$ cat src/rtl/bfp_pkg.sv
package bfp_pkg;
   // per-bunch attributes carried alongside the quotient
   typedef struct packed {
      logic neg;   // position sample was negative
      logic low;   // charge too small to normalise
   } bunch_tag_t;
endpackage

$ cat src/rtl/bfp_recip_div.sv
module bfp_recip_div #(
   parameter int NUM_W = 24,
   parameter int DEN_W = 14,
   parameter int Q_W   = 12,
   parameter int BPC   = 3
) (
   input  logic             clk,
   input  logic             rst_n,
   input  logic             start,
   input  logic             abort,
   input  logic [NUM_W-1:0] num,
   input  logic [DEN_W-1:0] den,
   output logic             busy,
   output logic             done,
   output logic [Q_W-1:0]   quo
);
   localparam int ITER = Q_W / BPC;
   localparam int R_W  = DEN_W + 1;
   localparam int CW   = $clog2(ITER) + 1;

   if (Q_W % BPC != 0) begin : g_bad_split
      $error("Q_W must be a multiple of BPC");
   end
   if (NUM_W - Q_W > R_W) begin : g_bad_num
      $error("dividend head wider than remainder");
   end

   logic [R_W-1:0]   rem_q;
   logic [Q_W-1:0]   sh_q, q_q;
   logic [DEN_W-1:0] den_q;
   logic             ovf_q;
   logic [CW-1:0]    cnt_q;
   logic             ovf_in;

   assign ovf_in = (den == '0) || (R_W'(num[NUM_W-1:Q_W]) >= R_W'(den));

   logic [R_W-1:0] r_ch  [BPC+1];
   logic [Q_W-1:0] sh_ch [BPC+1];
   logic [Q_W-1:0] q_ch  [BPC+1];

   assign r_ch[0]  = rem_q;
   assign sh_ch[0] = sh_q;
   assign q_ch[0]  = q_q;

   for (genvar k = 0; k < BPC; k++) begin : g_step
      logic [R_W-1:0] trial;
      logic           fits;
      assign trial       = {r_ch[k][R_W-2:0], sh_ch[k][Q_W-1]};
      assign fits        = trial >= R_W'(den_q);
      assign r_ch[k+1]   = fits ? trial - R_W'(den_q) : trial;
      assign sh_ch[k+1]  = {sh_ch[k][Q_W-2:0], 1'b0};
      assign q_ch[k+1]   = {q_ch[k][Q_W-2:0], fits};
   end

   always_ff @(posedge clk) begin
      if (!rst_n) begin
         busy  <= 1'b0;
         done  <= 1'b0;
         rem_q <= '0;
         sh_q  <= '0;
         q_q   <= '0;
         den_q <= '0;
         ovf_q <= 1'b0;
         cnt_q <= '0;
      end else if (start) begin
         busy  <= 1'b1;
         done  <= 1'b0;
         rem_q <= R_W'(num[NUM_W-1:Q_W]);
         sh_q  <= num[Q_W-1:0];
         q_q   <= '0;
         den_q <= den;
         ovf_q <= ovf_in;
         cnt_q <= '0;
      end else if (abort) begin
         busy <= 1'b0;
         done <= 1'b0;
      end else if (busy) begin
         rem_q <= r_ch[BPC];
         sh_q  <= sh_ch[BPC];
         q_q   <= q_ch[BPC];
         cnt_q <= cnt_q + 1'b1;
         if (cnt_q == CW'(ITER - 1)) begin
            busy <= 1'b0;
            done <= 1'b1;
         end
      end else begin
         done <= 1'b0;
      end
   end

   assign quo = ovf_q ? '1 : q_q;

   // a quotient that fits keeps the remainder below the divisor
   a_r3_rem_bound: assert property (@(posedge clk) disable iff (!rst_n)
      (busy && !ovf_q) |-> (rem_q < R_W'(den_q)));
   // completion is a single-cycle pulse
   a_r2_done_pulse: assert property (@(posedge clk) disable iff (!rst_n)
      done |=> !done);
endmodule

$ cat src/rtl/bfp_kick.sv
module bfp_kick #(
   parameter int Q_W       = 12,
   parameter int GAIN_W    = 12,
   parameter int GAIN_FRAC = 8,
   parameter int OUT_W     = 14
) (
   input  logic                    clk,
   input  logic                    rst_n,
   input  logic                    clr,
   input  logic                    upd,
   input  logic [Q_W-1:0]          quo,
   input  bfp_pkg::bunch_tag_t     tag,
   input  logic [GAIN_W-1:0]       gain,
   output logic signed [OUT_W-1:0] kick,
   output logic                    valid
);
   localparam int PROD_W = Q_W + GAIN_W;
   localparam int TERM_W = PROD_W - GAIN_FRAC;
   localparam int SUM_W  = TERM_W + 2;
   localparam int MAXI   = (1 << (OUT_W - 1)) - 1;
   localparam int MINI   = -(1 << (OUT_W - 1));

   if (SUM_W <= OUT_W) begin : g_bad_sum
      $error("sum path narrower than output");
   end

   logic [PROD_W-1:0]        prod;
   logic [TERM_W-1:0]        term;
   logic signed [TERM_W:0]   sterm;
   logic signed [SUM_W-1:0]  sum;
   logic signed [OUT_W-1:0]  kick_q, next_k;

   assign prod  = PROD_W'(quo) * PROD_W'(gain);
   assign term  = prod[PROD_W-1:GAIN_FRAC];
   assign sterm = tag.neg ? -$signed({1'b0, term}) : $signed({1'b0, term});
   assign sum   = SUM_W'(kick_q) - SUM_W'(sterm);

   always_comb begin
      if (tag.low)
         next_k = kick_q;
      else if (sum > SUM_W'(MAXI))
         next_k = OUT_W'(MAXI);
      else if (sum < SUM_W'(MINI))
         next_k = OUT_W'(MINI);
      else
         next_k = OUT_W'(sum);
   end

   always_ff @(posedge clk) begin
      if (!rst_n) begin
         kick_q <= '0;
         valid  <= 1'b0;
      end else if (clr) begin
         kick_q <= '0;
         valid  <= 1'b0;
      end else begin
         valid <= upd;
         if (upd) kick_q <= next_k;
      end
   end

   assign kick = kick_q;

   a_r6_clear: assert property (@(posedge clk) disable iff (!rst_n)
      clr |=> (kick_q == '0 && !valid));
   a_r8_hold: assert property (@(posedge clk) disable iff (!rst_n)
      (upd && tag.low && !clr) |=> (kick_q == $past(kick_q)));
   a_r5_no_wrap_dn: assert property (@(posedge clk) disable iff (!rst_n)
      (upd && !tag.low && !tag.neg && !clr) |=> (kick_q <= $past(kick_q)));
   a_r5_no_wrap_up: assert property (@(posedge clk) disable iff (!rst_n)
      (upd && !tag.low && tag.neg && !clr) |=> (kick_q >= $past(kick_q)));
endmodule

$ cat src/rtl/bunch_fb_proc.sv
module bunch_fb_proc #(
   parameter int POS_W        = 14,
   parameter int CHG_W        = 14,
   parameter int GAIN_W       = 12,
   parameter int GAIN_FRAC    = 8,
   parameter int NORM_FRAC    = 10,
   parameter int Q_W          = 12,
   parameter int BITS_PER_CYC = 3,
   parameter int OUT_W        = 14,
   parameter int MAX_LAT      = 8
) (
   input  logic                    clk,
   input  logic                    rst_n,
   input  logic                    train_start,
   input  logic                    sample_valid,
   input  logic signed [POS_W-1:0] pos_in,
   input  logic [CHG_W-1:0]        chg_in,
   input  logic [CHG_W-1:0]        chg_min,
   input  logic [GAIN_W-1:0]       gain_in,
   input  logic                    fb_enable,
   output logic signed [OUT_W-1:0] dac_out,
   output logic                    dac_valid,
   output logic signed [OUT_W-1:0] diag_out
);
   import bfp_pkg::*;

   localparam int NUM_W = POS_W + NORM_FRAC;
   localparam int ITER  = Q_W / BITS_PER_CYC;
   localparam int LAT   = ITER + 2;

   if (LAT > MAX_LAT) begin : g_bad_lat
      $error("processing latency exceeds budget");
   end

   logic [GAIN_W-1:0]       gain_q;
   bunch_tag_t              tag_q;
   logic [POS_W-1:0]        pos_mag;
   logic [NUM_W-1:0]        num;
   logic                    low_chg, accept;
   logic                    div_busy, div_done;
   logic [Q_W-1:0]          quo;
   logic signed [OUT_W-1:0] kick;

   assign pos_mag = pos_in[POS_W-1] ? POS_W'(-pos_in) : POS_W'(pos_in);
   assign num     = {pos_mag, {NORM_FRAC{1'b0}}};
   assign low_chg = (chg_in == '0) || (chg_in < chg_min);
   assign accept  = sample_valid && (!div_busy || train_start);

   always_ff @(posedge clk) begin
      if (!rst_n) begin
         gain_q <= '0;
         tag_q  <= '0;
      end else begin
         if (train_start) gain_q <= gain_in;
         if (accept) begin
            tag_q.neg <= pos_in[POS_W-1];
            tag_q.low <= low_chg;
         end
      end
   end

   bfp_recip_div #(
      .NUM_W(NUM_W), .DEN_W(CHG_W), .Q_W(Q_W), .BPC(BITS_PER_CYC)
   ) u_div (
      .clk(clk), .rst_n(rst_n), .start(accept), .abort(train_start),
      .num(num), .den(chg_in), .busy(div_busy), .done(div_done), .quo(quo)
   );

   bfp_kick #(
      .Q_W(Q_W), .GAIN_W(GAIN_W), .GAIN_FRAC(GAIN_FRAC), .OUT_W(OUT_W)
   ) u_kick (
      .clk(clk), .rst_n(rst_n), .clr(train_start), .upd(div_done),
      .quo(quo), .tag(tag_q), .gain(gain_q), .kick(kick), .valid(dac_valid)
   );

   assign diag_out = kick;
   assign dac_out  = fb_enable ? kick : '0;

   a_r7_gain_hold: assert property (@(posedge clk) disable iff (!rst_n)
      !train_start |=> $stable(gain_q));
   a_r2_launch: assert property (@(posedge clk) disable iff (!rst_n)
      accept |=> div_busy);
   a_r10_no_overlap: assert property (@(posedge clk) disable iff (!rst_n)
      dac_valid |-> !div_busy || $past(train_start));
   a_r9_drive_match: assert property (@(posedge clk) disable iff (!rst_n)
      (dac_out != '0) |-> (dac_out == diag_out));
endmodule

$ cat config.mk
export PLATFORM = sky130hd
export DESIGN_NAME = bunch_fb_proc
export DESIGN_NICKNAME = d
export VERILOG_FILES = /design/src/rtl/bfp_pkg.sv /design/src/rtl/bfp_recip_div.sv /design/src/rtl/bfp_kick.sv /design/src/rtl/bunch_fb_proc.sv
export SDC_FILE = /design/constraint.sdc
export NUM_CORES = 1
export LEC_CHECK = 0
export ABC_AREA = 1
export BUFFER_PORTS_ARGS = -buffer_cell sky130_fd_sc_hd__buf_2
export CAP_MARGIN = 30
export CORE_UTILIZATION = 46
export DETAILED_ROUTE_END_ITERATION = 8
export SLEW_MARGIN = 15
export SYNTH_ARGS = -nofsm -noshare
export SYNTH_HDL_FRONTEND = slang
export SYNTH_HIERARCHICAL = 1
export SYNTH_SLANG_ARGS = --single-unit
$ cat constraint.sdc
create_clock -name clk -period 21.5 [get_ports clk]
set_input_delay 3.225 -clock clk [delete_from_list [all_inputs] [get_ports clk]]
set_output_delay 3.225 -clock clk [all_outputs]
set_load 0.005 [all_outputs]
======== Yosys cells after proc, flatten, opt, wreduce, memory -nomap -nowiden ========
Cells that the tools add are included.
operators by class
  $add $sub $neg .......................... 7
  multiply operators ...................... 1
  div/mod/pow operators ................... 0
  magnitude comparators ................... 7
  equal/unequal tests ..................... 2
  shifts and indexed selects .............. 0
  muxes and demuxes ....................... 19
  bitwise logic cells ..................... 4
  reductions and logical operators ........ 13
operator list
  operator                count
  $mux W14                7
  $mux W12                7
  $ge A15 B14 Y1          3
  $sub A14 B14 Y14        3
  $mul A12 B12 Y24        1
  $gt A18 B14 Y1 const B  1
  $lt A18 B14 Y1 const B  1
  $sub A14 B17 Y18        1
  $mux W17                1
  $neg A16 Y17            1
  $ge A12 B14 Y1          1
  $logic_not A14 Y1       1
  $lt A14 B14 Y1          1
  $neg A14 Y14            1
  $reduce_and A2 Y1       3
  $mux W1                 4
  $not A1 Y1              4
  $reduce_or A2 Y1        2
  $reduce_or A4 Y1        1
  $add A3 B1 Y3 const B   1
  $eq A3 B2 Y1 const B    1
  $logic_or A1 B1 Y1      3
  $ne A2 B1 Y1 const B    1
  $reduce_bool A2 Y1      1
  2 further kinds         2
word-level totals
  bits in registers ....................... 77
  bits in latches ......................... 0
  RAM bits ................................ 0
  bits in read-only memories .............. 0
  input bits .............................. 59
  memories ................................ 0

======== Depth between registers and ports, before layout ========
Gate-level depths: netlist of run 1.
  depth in word-level cells ............... 9
  gate-level depth with buffers ........... 48
  depth with buffers taken out ............ 46

======== Modules after synthesis ========
The synthesis of run 1 kept the hierarchy.
modules (own cells, without submodules)
  module         times used  cells each  area an instance (um^2)  sequential area each (um^2)
  bfp_kick       1           990         6876.6                   300.3
  bfp_recip_div  1           853         5377.7                   1161.1
  bunch_fb_proc  1           228         1332.5                   280.3

======== Least setup slack after synthesis of run 1 ========
Ideal clock, no wire load.
  kind .................................... register to register
  start ................................... register u_div.ovf_q
  end ..................................... register u_kick.kick_q[10] (netlist: u_kick/kick[10])
  setup time .............................. 0.064 ns
  data arrival time ....................... 6.845 ns
  data required time ...................... 21.436 ns
  path slack .............................. 14.591 ns
  cell stages (with the launch flop) ...... 37
  clock period less this slack ............ 6.909 ns
  path through ............................ dfxtp_1 inv_1 nand2_1 clkbuf_1 nand2_1 fa_1 fa_1 inv_1 fa_1 fa_1 inv_1 fa_1 inv_1 ha_1 a21oi_2 o21ai_0 a21oi_1 nand3b_1 nand2_1 nand2_1 nor2_2 nand3_1 nand2_2 nand2_1 xor2_1 ha_1 a21oi_1 o21ai_0 a21oi_1 nand2_2 a21oi_2 xor2_2 inv_2 buf_6 a21oi_2 nor2_1 nor2_1
between the ends
  cells in the longest elaborated chain, start to end .. 8
  elaborated cells between the ends (all ways) .. 9
  classes of those cells .................. 2 x add/sub; 1 x mul; 2 x order compare; 4 x mux
RTL lines
  element                 line                 RTL
  from (decl)             bfp_recip_div.sv:31  logic ovf_q;
  from (signal assigned)  bfp_recip_div.sv:72  ovf_q <= ovf_in;
  $mux W12 *              bfp_recip_div.sv:91  assign quo = ovf_q ? '1 : q_q;
  via quo[0]              bunch_fb_proc.sv:41  logic [Q_W-1:0] quo;
  $mul A12 B12 Y24 *      bfp_kick.sv:33       assign prod = PROD_W'(quo) * PROD_W'(gain);
  $neg A16 Y17            bfp_kick.sv:35       assign sterm = tag.neg ? -$signed({1'b0, term}) : $signed({1'b0, term});
  $mux W17 *              bfp_kick.sv:35
  $sub A14 B17 Y18 *      bfp_kick.sv:36       assign sum = SUM_W'(kick_q) - SUM_W'(sterm);
  $lt A18 B14 Y1          bfp_kick.sv:43       else if (sum < SUM_W'(MINI))
  $mux W14                bfp_kick.sv:43
  $mux W14 *              bfp_kick.sv:41       else if (sum > SUM_W'(MAXI))
  to (signal assigned)    bfp_kick.sv:58       if (upd) kick_q <= next_k;
  to (decl)               bfp_kick.sv:31       logic signed [OUT_W-1:0] kick_q, next_k;
The timed path passes the listed nets; every way through them passes the cells marked *.
A chain may end at the register's enable or synchronous reset.

======== Worst setup path after layout of run 1 ========
  start ................................... register u_div.ovf_q
  end ..................................... register u_kick.kick_q[1] (netlist: u_kick/kick[1])
Same word-level chain as after synthesis.

==> results of run 1 <==
registers in the layout, summed over array words and instances (netlist names):
signal and flops:
u_div/den_q 14, u_div/rem_q 14, u_kick/kick 14, gain_q 12, u_div/q_q 12, u_div/sh_q 12, u_div/cnt_q 3, tag_q 2
u_div/busy 1, u_div/done 1, u_div/ovf_q 1, u_kick/valid 1
path summary, 6_finish.rpt:
kind	end	slack, ns	cells past startpoint
worst min-delay path	u_div/q_q[6]$_SDFFE_PP0P_	0.47	2
worst max register to register	u_kick/kick[1]$_SDFFE_PP0P_	13.71	38
worst max-delay path	u_kick/kick[1]$_SDFFE_PP0P_	13.71	38
worst min register to register	u_div/q_q[6]$_SDFFE_PP0P_	0.47	2
layer usage:
layer	routed length (microns)	share of wire	up-vias	global-route usage
met3	1131	0.030	61	0.02061
met1	16870	0.44	6005	0.3265
met5	0	0	-	0
li1	-	-	6563	-
met4	1358	0.036	0	0.1023
met2	18570	0.49	264	0.4570
area by class of cell:
class | instances | area share
multi-input cells | 1512 | 0.6849
repair buffers | 93 | 0.03280
flip-flops and latches | 87 | 0.1189
inverters | 420 | 0.1076
clock inverters | 6 | 0.006663
well taps | 384 | 0.03280
clock buffers | 10 | 0.01632
logic make-up after synthesis:
family / share of synthesized area
compound gates: 0.1146
buf+inv: 0.1361
xor+xnor: 0.04485
other cells: 0.0002760
simple gates: 0.2898
fa+ha+maj: 0.2862
flops: 0.1282
cell usage after synthesis, types with 2 or more instances:
cell	count	area [sq um]
a211oi_1	2	15.01
a21o_1	5	37.54
a21oi_1	109	545.5
a21oi_2	17	148.9
a22oi_1	3	22.52
a31o_2	2	17.52
a31oi_1	12	75.07
and2_1	2	12.51
buf_1	2	7.510
buf_2	5	25.02
buf_6	5	56.30
clkbuf_1	49	183.9
clkinv_1	3	11.26
dfxtp_1	87	1742
fa_1	103	2062
ha_1	146	1827
inv_1	402	1509
inv_2	15	56.30
nand2_1	553	2076
nand2_2	27	168.9
nand3_1	77	385.4
nand3_2	8	80.08
nand3_4	2	35.03
nand3b_1	8	60.06
nand4_1	51	319.1
nor2_1	135	506.7
nor2_2	11	68.82
nor3_1	22	110.1
nor3_2	2	20.02
nor4_1	4	25.02
o21a_1	3	22.52
o21ai_0	88	440.4
o21ai_1	6	30.03
o21bai_1	4	30.03
o22ai_1	12	75.07
o31ai_1	2	15.01
or2_1	2	12.51
or2_2	7	43.79
xnor2_1	29	254.0
xor2_1	35	306.5
xor2_2	3	48.80
worst max-delay path, delay by kind of cell (launching register included):
kind,cells,cell delay [ns]
flops,1,0.38
buf+inv,6,0.40
compound gates,5,0.99
simple gates,20,2.56
fa+ha+maj,7,3.39
layout by cell type, fill, tap and decap left out, types with 7 or more instances in the layout:
cell type / n
nor3_1: 22
a21oi_1: 109
o22ai_1: 12
or2_2: 7
nand4_1: 51
nor2_1: 134
inv_2: 15
a31oi_1: 12
nand3_1: 77
ha_1: 146
o21ai_0: 88
nor2_2: 12
buf_2: 87
nand2_2: 27
xnor2_1: 29
clkbuf_16: 9
nand3_2: 8
nand3b_1: 8
conb_1: 10
dfxtp_1: 87
xor2_1: 35
fa_1: 103
a21oi_2: 17
nand2_1: 553
inv_1: 402
stage by stage:
| stage | hold slack [ns] | setup slack (ns) | util |
|---|---|---|---|
| 2_1_floorplan | 0.4411 | 14.59 | - |
| 3_5_place_dp | 0.4583 | 13.85 | 0.4957 |
| 4_1_cts | 0.4720 | 13.83 | 0.5073 |
| 3_3_place_gp | 0.4577 | 13.96 | 0.4957 |
| 6_report | 0.4711 | 13.71 | 0.5076 |
| 5_1_grt | 0.4975 | 13.06 | 0.5076 |
==> results.toml, run 1 <==
[drt]
drt_iter0_markers = 897
wl_per_cell_microns = 15.10
antenna_left = 0
routed-via-count = 12890
wl_microns = 37930
firstDrtPassIters = 5
viasPerCell = 5.133
drc = 0

[timing]
fin_skew_ns = 0.01419
worstMarginPinSlew_ns = 0.7632
setup_tns_ns = 0
setup_viol = 0
timing.final.crit_period_ns = 7.788
finalCritPeriodShare = 0.3622
rsz0062_at_grt = "no"
max_freq_ghz = 0.1284
hold_viol_final = 0
slew_headroom = 0.4880
drv_slew = 0

[layout]
fin_area_sq_mm = 0.01465
regArea_sq_mm = 0.001742
nets = 2431
n_fill_cell = 3032
layout-area-overhead-vs-synth_pct = 7.809
drive_gt1_frac = 0.09727
instances_no_fill = 2512
diodes = 0
multi_input_area_sq_mm = 0.01003

[grt]
grt_pass1_wl_microns = 63310
grt_pass1_vias = 12640
grt_usage = 0.2591
overflow = 0
grt_max_degree = 35
antenna_found_initial = 0

[setup_path]
crit_arrival_ns = 8.09
crit_top_cell = "nand2_1"
critPathMaxStageDelay_ns = 0.55
critPathLaunchType = "register"
cp.required_ns = 21.80
crit_fanout = 13
cp_slowest_cell = "fa_1"
worstSetupEndpointType = "register"
cp-startpoint = "u_div/ovf_q$_SDFFE_PN0P_"
worstReg2RegStart = "u_div/ovf_q$_SDFFE_PN0P_"
worstSetupPathType = "register to register"

[synth]
async_flop_share = 0
ys_types = 52
seq_area_frac_synth = 0.1282
syn_avg_cell_area_sq_um = 6.560
postSynthCellCount = 2071
synthesis.area_sq_mm = 0.01359
synth_edf_count = 0
synthFlopType = "dfxtp_1"
yosys_register_bits = 87
yosys_warnings = 6

[placed_design]
place_area_sq_mm = 0.01430
port_buffers = 87
place_hpwl_microns = 31080
gp_congestion = 0.9507
dp_cells = 2495

[clock_network]
clock_latency_ns = 0.36
clk_pin_slew_ns = 0.08
h-tree-depth = 3
cts_root_buffer = "clkbuf_16"
cts_buffers = 9
clk_path_buf_depth = 2
post_cts_buffers = 0
hold_buffers = 0
cts_tree = "yes"
ctsResizeCount = 0
cts.sinks = 87

[min_path]
hold_start = "u_div/q_q[3]$_SDFFE_PP0P_"
hp-class = "register to register"

[floorplanning]
start_util = 0.4708
die_w_microns = 173.9
die_y_microns = 173.9
dieArea_sq_mm = 0.03023
rows = 62
ios = 88
core_sq_mm = 0.02886

[run]
cap_violations = 0

[status]
status = "finished, final reports clean"
Power of run 1 is not shown: default switching activity piles up to over one toggle a cycle in this logic, so the estimate is an artifact.
==> run 2: changes to the inputs <==
==> constraint.sdc (replaced) <==
create_clock -name clk -period 7.85 [get_ports clk]
set_input_delay 1.1775 -clock clk [delete_from_list [all_inputs] [get_ports clk]]
set_output_delay 1.1775 -clock clk [all_outputs]
set_load 0.005 [all_outputs]
==> run 2 against run 1 <==
  * Fmax increased by 6.0%
  * Flip-flop and latch count unchanged
  * Wire length increased by 0.92%
  * Clock-buffer cell count decreased by 1
  * Non-clock buffer count increased by 6
  * Final cell count increased by 0.24%
  * Critical path depth decreased by 3
  * Final area increased by 0.55%
  * Die area unchanged
  * Critical path type unchanged
  * First-iteration DRC count decreased by 11%
  * Via count increased by 0.97%
  * Sequential share of layout area about the same
==> results.toml, run 2 (synthesized netlist as in run 1, its figures left out) <==
[grt]
grt_max_degree = 34
grt_use_met1 = 0.3273
grt_usage = 0.2589
met2_usage = 0.4628
grt_pass1_vias = 12740
grt_pass1_wl_microns = 63450
overflow = 0
use_met3 = 0.01908
grt_busiest_layer = "met2"
antenna_found_initial = 0

[setup_path]
r2r_slack_ns = 0.50
worstSetupEndpointType = "register"
r2r_cells = 35
critPathMaxStageDelay_ns = 0.55
cp_slowest_cell = "fa_1"
crit_fanout = 14
worstSetupPathType = "register to register"
crit_arrival_ns = 7.64
critPathLaunchType = "register"
cp.required_ns = 8.15
r2r-end = "u_kick/kick[1]$_SDFFE_PP0P_"
worstReg2RegStart = "u_div/ovf_q$_SDFFE_PN0P_"

[drt]
drc = 0
routed-via-count = 13020
drt_iter0_markers = 800
antenna_left = 0
wl_per_cell_microns = 15.20
firstDrtPassIters = 6
wl_microns = 38280
viasPerCell = 5.170

[clock_network]
h-tree-depth = 3
cts_buffers = 9
cts_tree = "yes"
cts_root_buffer = "clkbuf_16"
clk_pin_slew_ns = 0.08
hold_buffers = 0
cts.sinks = 87
ctsResizeCount = 0
clock_latency_ns = 0.35
post_cts_buffers = 0
clk_path_buf_depth = 2

[status]
status = "finished, final reports clean"

[layout]
n_fill_cell = 3055
final_common_cell = "nand2_1"
multi_input_area_sq_mm = 0.01008
drive_gt1_frac = 0.1050
layout-area-overhead-vs-synth_pct = 8.399
most-common-layout-cells = "nand2_1 (549), inv_1 (401), ha_1 (145)"
nets = 2437
diodes = 0
regArea_sq_mm = 0.001745

[floorplanning]
dieArea_sq_mm = 0.03023
die_y_microns = 173.9
rows = 62
die_w_microns = 173.9
core_sq_mm = 0.02886
start_util = 0.4708
ios = 88

[timing]
fin_skew_ns = 0.01448
rsz0062_at_grt = "no"
timing.final.crit_period_ns = 7.347
finalCritPeriodShare = 0.9359
setup_viol = 0
slew_headroom = 0.3658
drv_slew = 0
setup_tns_ns = 0
max_freq_ghz = 0.1361
hold_viol_final = 0
worstMarginPinSlew_ns = 0.9478

[min_path]
holdPathEnd = "u_div/cnt_q[0]$_SDFFE_PP0P_"
hold_start = "u_div/cnt_q[0]$_SDFFE_PP0P_"
hp-class = "register to register"
holdPathStages = 2

[placed_design]
port_buffers = 87
gp_congestion = 0.9737
place_hpwl_microns = 31260

[run]
cap_violations = 0
## run 2: cell types whose count changed in the layout (fill, tap and decap cells not counted), sizes merged
| cell | before | now |
|---|---|---|
| clkbuf | 10 | 9 |
| clkinv | 4 | 5 |
| buf | 93 | 99 |
| clkinvlp | 0 | 1 |
| bufinv | 2 | 1 |
## run 2: metrics by stage
step	hold WS, ns	util	cell area (sq um)	std cells	setup WS (ns)
final	0.4755	0.5104	14730	2518	0.5032
after global routing	0.4991	0.5104	14730	2518	0.01585
after CTS	0.4765	0.5085	14670	2518	0.2486
after detailed placement	0.4615	0.4975	14360	2502	0.2652
after global placement	0.4600	0.4975	14360	2502	0.4208
after floorplan	0.4411	-	13620	2080	0.9411
## run 2: worst max path at each step
stage                              from                      endpoint  depth (start not counted)  slack (ns)
2_1_floorplan  u_div/ovf_q$_SDFFE_PN0P_  u_kick/kick[10]$_SDFFE_PP0P_                         36        0.94
3_3_place_gp   u_div/ovf_q$_SDFFE_PN0P_  u_kick/kick[11]$_SDFFE_PP0P_                         34        0.42
3_5_place_dp   u_div/ovf_q$_SDFFE_PN0P_   u_kick/kick[1]$_SDFFE_PP0P_                         34        0.27
4_1_cts        u_div/ovf_q$_SDFFE_PN0P_   u_kick/kick[1]$_SDFFE_PP0P_                         34        0.25
5_1_grt          gain_q[9]$_SDFFE_PN0P_  u_kick/kick[11]$_SDFFE_PP0P_                         34        0.02
6_report       u_div/ovf_q$_SDFFE_PN0P_   u_kick/kick[1]$_SDFFE_PP0P_                         35        0.50
## run 2: area by class of cell
| cell class | instances | area share |
|---|---|---|
| Tap cell | 384 | 0.03262 |
| Clock buffer | 9 | 0.01529 |
| Sequential cell | 87 | 0.1185 |
| Clock inverter | 7 | 0.006202 |
| Timing Repair Buffer | 99 | 0.03568 |
| Multi-Input combinational cell | 1512 | 0.6845 |
| Inverter | 420 | 0.1072 |
## run 2: critical path: cells and delay by family, from the launching register on
kind	cells	cell delay (ns)
adders and majority gates	7	3.25
DFF	1	0.38
and+or+nand+nor	12	1.18
AOI/OAI and AO/OA	8	1.56
xor gates and xnor gates	2	0.36
buffers and inverters	6	0.58
## run 2: layer usage
metal / wire [microns] / up-vias
met3: 1393 / 51
met5: 0 / -
met2: 18950 / 336
met4: 1092 / 0
met1: 16840 / 6056
li1: - / 6575
Power of run 2 is left out for the same reason.
==> run 3: changes to the inputs <==
--- a/config.mk
+++ b/config.mk
@@ -8,7 +8,7 @@
 export ABC_AREA = 1
 export BUFFER_PORTS_ARGS = -buffer_cell sky130_fd_sc_hd__buf_2
 export CAP_MARGIN = 30
-export CORE_UTILIZATION = 46
+export CORE_UTILIZATION = 38
 export DETAILED_ROUTE_END_ITERATION = 8
 export SLEW_MARGIN = 15
 export SYNTH_ARGS = -nofsm -noshare
==> run 3 against run 2 <==
  * First-iteration DRC count is 11% higher
  * Non-clock buffer count rose by 5
  * Largest cell class unchanged
  * Sequential share of layout area is 0.097 points lower
  * Final cell count rose by 3.1%
  * Fmax rose by 0.37%
  * Worst hold slack got worse by 0.0026 ns
  * Critical path type unchanged
  * Wire length up 4.9%
  * Highest routed layer unchanged
  * Worst setup slack better by 0.027 ns
  * Register-to-register slack better by 0.03 ns
  * Clock skew up 0.00059 ns
==> results.toml, run 3 (synthesized netlist as in run 1, its figures left out) <==
[timing]
drv_slew = 0
finalCritPeriodShare = 0.9325
worstMarginPinSlew_ns = 0.8068
max_freq_ghz = 0.1366
timing.final.crit_period_ns = 7.320
whs_ns = 0.4729
setup_viol = 0
hold_viol_final = 0
fin_skew_ns = 0.01507
slew_headroom = 0.4588
setup_tns_ns = 0

[layout]
most-common-layout-cells = "nand2_1 (548), inv_1 (401), ha_1 (145)"
drive_gt1_frac = 0.1108
layout-area-overhead-vs-synth_pct = 9.448
final_common_cell = "nand2_1"
nets = 2442

[floorplanning]
ios = 88
core_sq_mm = 0.03488
rows = 68
die_w_microns = 191.1
start_util = 0.3895
die_y_microns = 191.1
dieArea_sq_mm = 0.03652

[drt]
wl_microns = 40160
antenna_left = 0
routed-via-count = 13210
wl_per_cell_microns = 15.47
firstDrtPassIters = 5
drc = 0
drt_iter0_markers = 885
viasPerCell = 5.089

[min_path]
hp-class = "register to register"

[setup_path]
crit_fanout = 14
cp_slowest_cell = "fa_1"
critPathLaunchType = "register"
worstSetupPathType = "register to register"
crit_top_cell = "fa_1"
worstSetupEndpointType = "register"
critPathMaxStageDelay_ns = 0.56
cp.required_ns = 8.14
crit_arrival_ns = 7.61

[clock_network]
cts_buffers = 9
h-tree-depth = 3
cts_root_buffer = "clkbuf_16"
clock_latency_ns = 0.36
cts.sinks = 87
cts_tree = "yes"
hold_buffers = 0
clk_path_buf_depth = 2
clk_pin_slew_ns = 0.06

[placed_design]
port_buffers = 87
place_hpwl_microns = 32760
gp_congestion = 0.9826

[grt]
grt_pass1_wl_microns = 64470
grt_pass1_vias = 12620
grt_max_degree = 35
antenna_found_initial = 0
grt_usage = 0.2234
overflow = 0

[status]
status = "finished, final reports clean"

[run]
cap_violations = 0
## run 3: path summary, 6_finish.rpt
kind	depth (start not counted)	startpoint	slack [ns]	to
worst max-delay path	34	u_div/ovf_q$_SDFFE_PN0P_	0.53	u_kick/kick[1]$_SDFFE_PP0P_
worst min-delay path	2	u_div/cnt_q[0]$_SDFFE_PP0P_	0.47	u_div/cnt_q[0]$_SDFFE_PP0P_
worst max register to register	34	u_div/ovf_q$_SDFFE_PN0P_	0.53	u_kick/kick[1]$_SDFFE_PP0P_
worst min register to register	2	u_div/cnt_q[0]$_SDFFE_PP0P_	0.47	u_div/cnt_q[0]$_SDFFE_PP0P_
## run 3: layer usage
| layer | track usage | share of wire | routed length [microns] | vias to the layer above |
|---|---|---|---|---|
| li1 | - | - | - | 6578 |
| met1 | 0.2926 | 0.44 | 17720 | 6233 |
| met2 | 0.3803 | 0.48 | 19400 | 346 |
| met3 | 0.02680 | 0.050 | 2023 | 55 |
| met4 | 0.07021 | 0.025 | 1016 | 0 |
| met5 | 0 | 0 | 0 | - |
## run 3: worst max-delay path, delay by kind of cell (launching register included)
| kind | cells | cell delay (ns) |
|---|---|---|
| AO/OA/AOI/OAI | 7 | 1.38 |
| XOR/XNOR | 2 | 0.33 |
| adder cells (fa/ha/maj) | 7 | 3.27 |
| buffers and inverters | 6 | 0.63 |
| flip-flops | 1 | 0.39 |
| AND/OR/NAND/NOR | 12 | 1.26 |
## run 3: layout make-up
| cell class | instances | area, sq um |
|---|---|---|
| Fill cell | 3722 | 20010 |
| Multi-Input combinational cell | 1512 | 10110 |
| Sequential cell | 87 | 1748 |
| Inverter | 420 | 1579 |
| Clock inverter | 6 | 55.05 |
| Clock buffer | 10 | 229.0 |
| Tap cell | 455 | 569.3 |
| Antenna cell | 2 | 5.005 |
| Timing Repair Buffer | 104 | 570.5 |
## run 3: timing repair
| action | 4_1_cts | 5_1_grt |
|---|---|---|
| gates resized for setup | 0 | 29 |
| setup buffers | 0 | 0 |
| endpoints found under the setup margin | 0 | 14 |
| endpoints found under the hold margin | 0 | 0 |
## run 3: per-stage QoR
stage               setup WS [ns]  utilization  instances  area [sq um]
floorplan                  0.9411            -       2080         13620
global placement           0.4501       0.4147       2576         14470
detailed placement         0.3408       0.4147       2576         14470
CTS                        0.3276       0.4229       2592         14750
global route             -0.02630       0.4261       2594         14870
finish                     0.5300       0.4263       2596         14870
Power of run 3 is left out for the same reason.
